File: src/rtl/strsp_pkg.sv
`timescale 1ns/1ps
package strsp_pkg;
   localparam int unsigned LANES = 8;
   localparam int unsigned HALF_LANES = LANES / 2;

   typedef struct packed {
      logic       head_lo;
      logic       head_hi;
      logic [3:0] tail_a;
      logic [3:0] tail_b;
   } strsp_band_t;

   // mask with Dword bits 0..lim set
   function automatic logic [LANES-1:0] keep_upto(input logic [2:0] lim);
      logic [LANES-1:0] m;
      for (int i = 0; i < int'(LANES); i++) m[i] = (i <= int'(lim));
      return m;
   endfunction
endpackage

File: src/rtl/strsp_decode.sv
`timescale 1ns/1ps
module strsp_decode
   import strsp_pkg::*;
(
   input  strsp_band_t      band,
   input  logic             act,
   input  logic             shf,
   output logic             first_ok,
   output logic             first_shift,
   output logic [LANES-1:0] first_keep,
   output logic             first_last,
   output logic             second_ok,
   output logic [LANES-1:0] second_keep,
   output logic             nx_act,
   output logic             nx_shf,
   output logic             load_carry,
   output logic             bad
);
   logic       a_v, b_v, start_hi, flush;
   logic [2:0] a_off, b_off;

   assign a_v   = band.tail_a[0];
   assign b_v   = band.tail_b[0];
   assign a_off = band.tail_a[3:1];
   assign b_off = band.tail_b[3:1];

   // a packet at Dword 4: after a continuing packet, or as second head
   assign start_hi    = act ? band.head_lo : band.head_hi;
   assign first_ok    = act | band.head_lo;
   assign first_shift = act & shf;
   assign flush       = first_shift & a_v & a_off[2];
   assign second_ok   = flush | (start_hi & b_v);

   always_comb begin
      if (first_shift) begin
         first_last = a_v & ~a_off[2];
         first_keep = first_last ? keep_upto({1'b1, a_off[1:0]}) : '1;
      end else begin
         first_last = a_v;
         first_keep = a_v ? keep_upto(a_off) : '1;
      end
      second_keep = keep_upto({1'b0, flush ? a_off[1:0] : b_off[1:0]});
   end

   always_comb begin
      nx_act     = 1'b0;
      nx_shf     = 1'b0;
      load_carry = 1'b0;
      if (start_hi) begin
         nx_act     = ~b_v;
         nx_shf     = 1'b1;
         load_carry = ~b_v;
      end else if (first_ok) begin
         nx_act     = ~a_v;
         nx_shf     = act & shf & ~a_v;
         load_carry = first_shift & ~a_v;
      end
   end

   assign bad = (band.head_hi & ~band.head_lo)
              | (b_v & ~a_v)
              | (b_v & (b_off[2:1] != 2'b11))
              | (b_v & ~start_hi)
              | (act & band.head_hi)
              | (start_hi & (~a_v | a_off[2]))
              | (~act & ~band.head_lo & a_v);
endmodule

File: src/rtl/strsp_ctrl.sv
`timescale 1ns/1ps
module strsp_ctrl #(
   parameter int unsigned HALF_W = 128
) (
   input  logic              clk,
   input  logic              rst_n,
   input  logic              in_valid,
   input  logic              out_ready,
   input  logic              first_ok,
   input  logic              second_ok,
   input  logic              nx_act,
   input  logic              nx_shf,
   input  logic              load_carry,
   input  logic              bad,
   input  logic [HALF_W-1:0] in_hi,
   output logic              in_ready,
   output logic              out_valid,
   output logic              pick_second,
   output logic              act_q,
   output logic              shf_q,
   output logic [HALF_W-1:0] carry_q,
   output logic              err_q
);
   logic step_q, two, any_out, final_step, consume;

   assign two         = first_ok & second_ok;
   assign any_out     = first_ok | second_ok;
   assign final_step  = step_q | ~two;
   assign pick_second = step_q | ~first_ok;
   assign out_valid   = in_valid & any_out;
   assign in_ready    = ~any_out | (out_ready & final_step);
   assign consume     = in_valid & in_ready;

   always_ff @(posedge clk) begin
      if (!rst_n) begin
         step_q  <= 1'b0;
         act_q   <= 1'b0;
         shf_q   <= 1'b0;
         err_q   <= 1'b0;
         carry_q <= '0;
      end else begin
         if (consume) begin
            step_q <= 1'b0;
            act_q  <= nx_act;
            shf_q  <= nx_shf;
            if (load_carry) carry_q <= in_hi;
         end else if (in_valid && out_ready && two && !step_q) begin
            step_q <= 1'b1;
         end
         if (in_valid && bad) err_q <= 1'b1;
      end
   end

   AST_ERR_STICKY: assert property (@(posedge clk) disable iff (!rst_n)
      err_q |=> err_q);
   AST_PAIR_HOLD: assert property (@(posedge clk) disable iff (!rst_n)
      (in_valid && two && !step_q) |-> !in_ready);
   AST_STEP_HELD: assert property (@(posedge clk) disable iff (!rst_n)
      step_q |-> in_valid);
endmodule

File: src/rtl/strsp_splitter.sv
`timescale 1ns/1ps
module strsp_splitter
   import strsp_pkg::*;
#(
   parameter int unsigned DWORD_W = 32,
   parameter int unsigned BEAT_DW = 8,
   localparam int unsigned DATA_W = DWORD_W * BEAT_DW,
   localparam int unsigned HALF_W = DATA_W / 2
) (
   input  logic               clk,
   input  logic               rst_n,
   input  logic [DATA_W-1:0]  in_data,
   input  logic [BEAT_DW-1:0] in_keep,
   input  logic               in_last,
   input  logic               in_head_lo,
   input  logic               in_head_hi,
   input  logic [3:0]         in_tail_a,
   input  logic [3:0]         in_tail_b,
   input  logic               in_valid,
   output logic               in_ready,
   output logic [DATA_W-1:0]  out_data,
   output logic [BEAT_DW-1:0] out_keep,
   output logic               out_last,
   output logic               out_valid,
   input  logic               out_ready,
   output logic               err_flag
);
   if (BEAT_DW != LANES) begin : g_bad_lanes
      $error("strsp_splitter: BEAT_DW must equal %0d", LANES);
   end
   if (DWORD_W != 32) begin : g_bad_dword
      $error("strsp_splitter: DWORD_W must be 32");
   end

   strsp_band_t      band;
   logic             first_ok, first_shift, first_last, second_ok;
   logic [LANES-1:0] first_keep, second_keep;
   logic             nx_act, nx_shf, load_carry, bad;
   logic             pick_second, act_q, shf_q;
   logic [HALF_W-1:0] carry_q;
   logic             unused_ok;

   assign unused_ok = ^{in_keep, in_last};
   assign band = '{head_lo: in_head_lo, head_hi: in_head_hi,
                   tail_a: in_tail_a, tail_b: in_tail_b};

   strsp_decode u_dec (
      .band        (band),
      .act         (act_q),
      .shf         (shf_q),
      .first_ok    (first_ok),
      .first_shift (first_shift),
      .first_keep  (first_keep),
      .first_last  (first_last),
      .second_ok   (second_ok),
      .second_keep (second_keep),
      .nx_act      (nx_act),
      .nx_shf      (nx_shf),
      .load_carry  (load_carry),
      .bad         (bad)
   );

   strsp_ctrl #(.HALF_W(HALF_W)) u_ctrl (
      .clk         (clk),
      .rst_n       (rst_n),
      .in_valid    (in_valid),
      .out_ready   (out_ready),
      .first_ok    (first_ok),
      .second_ok   (second_ok),
      .nx_act      (nx_act),
      .nx_shf      (nx_shf),
      .load_carry  (load_carry),
      .bad         (bad),
      .in_hi       (in_data[DATA_W-1:HALF_W]),
      .in_ready    (in_ready),
      .out_valid   (out_valid),
      .pick_second (pick_second),
      .act_q       (act_q),
      .shf_q       (shf_q),
      .carry_q     (carry_q),
      .err_q       (err_flag)
   );

   // per-Dword output steering
   for (genvar d = 0; d < int'(HALF_LANES); d++) begin : g_lane
      localparam int unsigned LO = d * DWORD_W;
      localparam int unsigned HI = HALF_W + d * DWORD_W;
      always_comb begin
         if (pick_second) begin
            out_data[LO +: DWORD_W] = in_data[HI +: DWORD_W];
            out_data[HI +: DWORD_W] = '0;
         end else if (first_shift) begin
            out_data[LO +: DWORD_W] = carry_q[LO +: DWORD_W];
            out_data[HI +: DWORD_W] = in_data[LO +: DWORD_W];
         end else begin
            out_data[LO +: DWORD_W] = in_data[LO +: DWORD_W];
            out_data[HI +: DWORD_W] = in_data[HI +: DWORD_W];
         end
      end
   end

   assign out_keep = pick_second ? second_keep : first_keep;
   assign out_last = pick_second ? 1'b1 : first_last;

   AST_KEEP_CONTIG: assert property (@(posedge clk) disable iff (!rst_n)
      out_valid |-> (out_keep[0] && ((out_keep & (out_keep + 1'b1)) == '0)));
   AST_STALL_STABLE: assert property (@(posedge clk) disable iff (!rst_n)
      (out_valid && !out_ready) |=> (out_valid && $stable(out_data)
                                     && $stable(out_keep) && $stable(out_last)));
   AST_IDLE_SILENT: assert property (@(posedge clk) disable iff (!rst_n)
      (in_valid && !act_q && !in_head_lo && !in_head_hi) |-> !out_valid);
endmodule

File: config.mk
export PLATFORM = sky130hd
export DESIGN_NAME = strsp_splitter
export DESIGN_NICKNAME = d
export VERILOG_FILES = /design/src/rtl/strsp_pkg.sv /design/src/rtl/strsp_decode.sv /design/src/rtl/strsp_ctrl.sv /design/src/rtl/strsp_splitter.sv
export SDC_FILE = /design/constraint.sdc
export NUM_CORES = 1
export LEC_CHECK = 0
export BUFFER_PORTS_ARGS = -buffer_cell sky130_fd_sc_hd__buf_2
export CAP_MARGIN = 10
export CORE_AREA = 2 2 212 214
export CTS_CLUSTER_SIZE = 40
export DETAILED_ROUTE_END_ITERATION = 10
export DIE_AREA = 0 0 214 216
export GPL_TIMING_DRIVEN = 0
export MAX_ROUTING_LAYER = met4
export PLACE_DENSITY = 0.57
export SLEW_MARGIN = 10
export SYNTH_ARGS = -nofsm -noshare
export SYNTH_HDL_FRONTEND = slang
export SYNTH_SLANG_ARGS = --single-unit
File: constraint.sdc
create_clock -name clk -period 3.7 [get_ports clk]
set_input_delay 0 -clock clk [delete_from_list [all_inputs] [get_ports clk]]
set_output_delay 0 -clock clk [all_outputs]
set_load 0.02 [all_outputs]
==> results.sh <==
export IMPL_skew_pair_late_insertion_delay_ns=0.43
export IMPL_syn_mean_instance_area_sq_um=6.101
export IMPL_globalRouteOverflowTotal=0
export IMPL_proportion_of_total_power_due_to_net_switching=0.3786
export IMPL_fp_dieArea_sq_mm=0.04622
export IMPL_power_frac_comb=0.359
export IMPL_reported_leakage_power_uw=0.007045
export IMPL_mappedNetlistArea_sq_mm=0.009976
export IMPL_gp_congestion=1.002
export IMPL_path_clk_slew_ns=0.06
export IMPL_root_buffer="sky130_fd_sc_hd__clkbuf_16"
export IMPL_cp_top_family="buffers and inverters"
export IMPL_die_height_um=216
export IMPL_ctsHtreeMaxLevel=4
export IMPL_vias_in_the_first_global_route=13590
export IMPL_power_net_switching_uw=1928
export IMPL_synthDominantAreaCellType="sky130_fd_sc_hd__nand2_1"
export IMPL_slew_limit_headroom=0.2593
export IMPL_clock_sinks=132
export IMPL_detail_route_wirelength_um=53800
export IMPL_period_needed_ns=3.400
export IMPL_fin_skew_ns=0.008320
export IMPL_yosysTopAreaCellShare=0.2931
export IMPL_grt_antenna_before_repair=6
export IMPL_maxcap_violations=0
export IMPL_buffer_ports_inserted=534
export IMPL_yosys_top_cells_count="sky130_fd_sc_hd__nand2_1 (779), sky130_fd_sc_hd__a21oi_1 (138), sky130_fd_sc_hd__nor2_1 (134)"
export IMPL_cp_arrival_ns=3.40
export IMPL_grt_start_max_net_pins=17
export IMPL_drcViolationCount=0
export IMPL_postSynth_topFlopCell="sky130_fd_sc_hd__dfxtp_1"
export IMPL_synth_edff_count=0
export IMPL_core_sq_mm=0.04384
export IMPL_worstSetupStartpointType="flop"
export IMPL_tritoncts="done"
export IMPL_path_cells="buf_2 -> nand2_1 -> clkbuf_1 -> clkbuf_1 -> nand2_1 -> a21oi_1 -> buf_2"
export IMPL_worst_setup_path_type="reg -> out"
export IMPL_powerDensity_mw_per_mm2=331.5
export IMPL_crit_fanout=10
export IMPL_initial_core_util=0.2276
export IMPL_outcome="finished clean"
export IMPL_synthDistinctLibCells=36
export IMPL_drive_gt1_frac=0.2589
export IMPL_placed_cell_count=2762
export IMPL_ioPinCount=547
export IMPL_path_buf_inv=4
export IMPL_p_int_uw=3165
export IMPL_area_growth_pct=53.99
export IMPL_drt_pre_antenna_iters=5
export IMPL_worstSetupEndpointType="primary output"
export IMPL_routed_via_density=4.732
export IMPL_synth_net_count=1914
export IMPL_routed_via_count=13890
export IMPL_die_w_um=214
export IMPL_final_cell_count_no_fill=2935
export IMPL_grt_first_pass_wirelength_um=80410
export IMPL_clock_power_share=0.343
export IMPL_rows=77
export IMPL_critical_path_slowest_cell="sky130_fd_sc_hd__clkbuf_1"
export IMPL_max_clock_freq_ghz=0.2941
export IMPL_yosys_warnings=0
export IMPL_synth_top_cells_by_area="sky130_fd_sc_hd__nand2_1 (29%), sky130_fd_sc_hd__dfxtp_1 (26%), sky130_fd_sc_hd__mux2i_1 (13%), sky130_fd_sc_hd__a31oi_1 (8.1%), sky130_fd_sc_hd__a21oi_1 (6.9%)"
export IMPL_maximum_cell_stage_delay_along_the_critical_path_ns=0.85
export IMPL_irDropWorstVdd_mv=0.2622
export IMPL_seqPwrFrac=0.298
export IMPL_final_layout_net_count=2603
export IMPL_hold_viol_final=0
export IMPL_initialDrtViolationCount=892
export IMPL_detail_route_wl_per_cell_um=18.33
export IMPL_num_fill_cells=4883
export IMPL_groute_usage_overall=0.2316
export IMPL_fin_tns_setup_ns=0
export IMPL_grt_setup_unrepaired="false"
export IMPL_ys_seq_elements=132
export IMPL_min_path_type="in -> reg"
export IMPL_place_detailed_hpwl_um=41580
export IMPL_finalSetupViolCount=0
export IMPL_share_of_synthesized_area_occupied_by_flip_flops_and_latches=0.2649
export IMPL_fin_crit_sh=0.9188
export IMPL_cts_inserted_buffers=17
export IMPL_synthCells=1635
export IMPL_worst_hold_slack_ns=0.1466
export IMPL_detail_route_antenna_nets=0
export IMPL_post_synth_top_count_cell="sky130_fd_sc_hd__nand2_1"
export IMPL_final_max_slew_violation_count=0
export IMPL_ys_async_sr_fraction=0
export IMPL_max_clock_path_buffers=2
export IMPL_worstPathRequired_ns=3.70
export IMPL_worst_slew_pin_slew_ns=1.111
-- flip-flops by register name (all words and copies together), names as in the netlist --
signal	cells
u_ctrl.err_q	1
u_ctrl.act_q	1
u_ctrl.shf_q	1
u_ctrl.step_q	1
u_ctrl.carry_q	128
-- kinds of logic after synthesis --
family | share of synthesized area
and+or+nand+nor | 0.3526
AOI/OAI and AO/OA | 0.1662
buffers and inverters | 0.08228
muxes | 0.1337
DFF | 0.2649
other | 0.0003759
-- worst min-delay path, delay by kind of cell --
kind	cells	cell delay (ns)
simple gates	1	0.10
compound gates	2	0.21
buf+inv	1	0.14
mux	1	0.08
-- worst paths after layout --
kind / slack, ns / to / from / cells after the start
max: 0.30 / out_data[155] / u_ctrl.act_q / 7
min: 0.15 / u_ctrl.act_q / in_head_lo / 5
max reg2reg: 1.12 / u_ctrl.step_q / u_ctrl.act_q / 7
min reg2reg: 0.45 / u_ctrl.carry_q[16] / u_ctrl.carry_q[16] / 2
-- metrics by stage --
| step | setup slack (ns) | cell area, sq um | util | total power [uW] |
|---|---|---|---|---|
| 2_1_floorplan | 2.052 | 9976 | - | 2518 |
| 3_3_place_gp | 0.8058 | 13390 | 0.3054 | 3247 |
| 3_5_place_dp | 0.7818 | 13400 | 0.3058 | 3260 |
| 4_1_cts | 0.2738 | 15350 | 0.3501 | 5164 |
| 5_1_grt | 0.1535 | 15360 | 0.3505 | 5359 |
| 6_report | 0.3003 | 15360 | 0.3505 | 5093 |
-- cell usage in the layout (no fill, tap or decap), drive strengths merged --
| cell type | n |
|---|---|
| nand2 | 779 |
| buf | 586 |
| a21oi | 138 |
| dlygate4sd3 | 135 |
| nor2 | 134 |
| dfxtp | 132 |
| mux2i | 131 |
| a31oi | 129 |
| clkbuf | 116 |
| inv | 8 |
| diode | 6 |
| o21ai | 6 |
| o22ai | 4 |
| clkinvlp | 4 |
| clkinv | 4 |
| nor2b | 3 |
| nand4 | 3 |
| o211ai | 3 |
| mux2 | 2 |
| a211oi | 2 |
| nand2b | 2 |
| bufinv | 2 |
| nor3 | 2 |
| and2 | 1 |
| o21bai | 1 |
| a21o | 1 |
| a21boi | 1 |
| a41oi | 1 |
| a22o | 1 |
| o221ai | 1 |
| o311a | 1 |
| nand3 | 1 |
| nand3b | 1 |
| o311ai | 1 |
| conb | 1 |
-- final cells by class --
class / instances / area [sq um] / share of cell area
clock inverters: 14 / 152.6 / 0.009936
flip-flops and latches: 132 / 2643 / 0.1720
clock buffers: 18 / 439.2 / 0.02859
inverters: 4 / 15.01 / 0.0009774
repair buffers: 670 / 4039 / 0.2629
multi-input cells: 1350 / 6513 / 0.4239
diodes: 6 / 15.01 / 0.0009774
plain buffers: 149 / 805.8 / 0.05245
well taps: 592 / 740.7 / 0.04822
-- power groups by stage --
stage | Sequential (uW) | Clock [uW] | Combinational, uW
after floorplan | 1540 | 0 | 976
after global placement | 1550 | 0 | 1700
after detailed placement | 1550 | 0 | 1710
after CTS | 1520 | 1820 | 1830
after global routing | 1530 | 1870 | 1960
final | 1520 | 1750 | 1830
-- routing by layer --
layer | global-route usage | part of all wire | up-vias
met3 | 0.04933 | 0.058 | 91
met2 | 0.3826 | 0.47 | 551
met1 | 0.2741 | 0.43 | 6475
met5 | - | 0 | -
met4 | 0.09301 | 0.038 | 0
li1 | - | - | 6771
-- what timing repair did --
item                      4_1_cts  5_1_grt
hold endpoints to repair      131        0
hold buffers                  135        0
buffers inserted                0        0
resized for setup               0        0
Power figures use the tool's default switching activity.
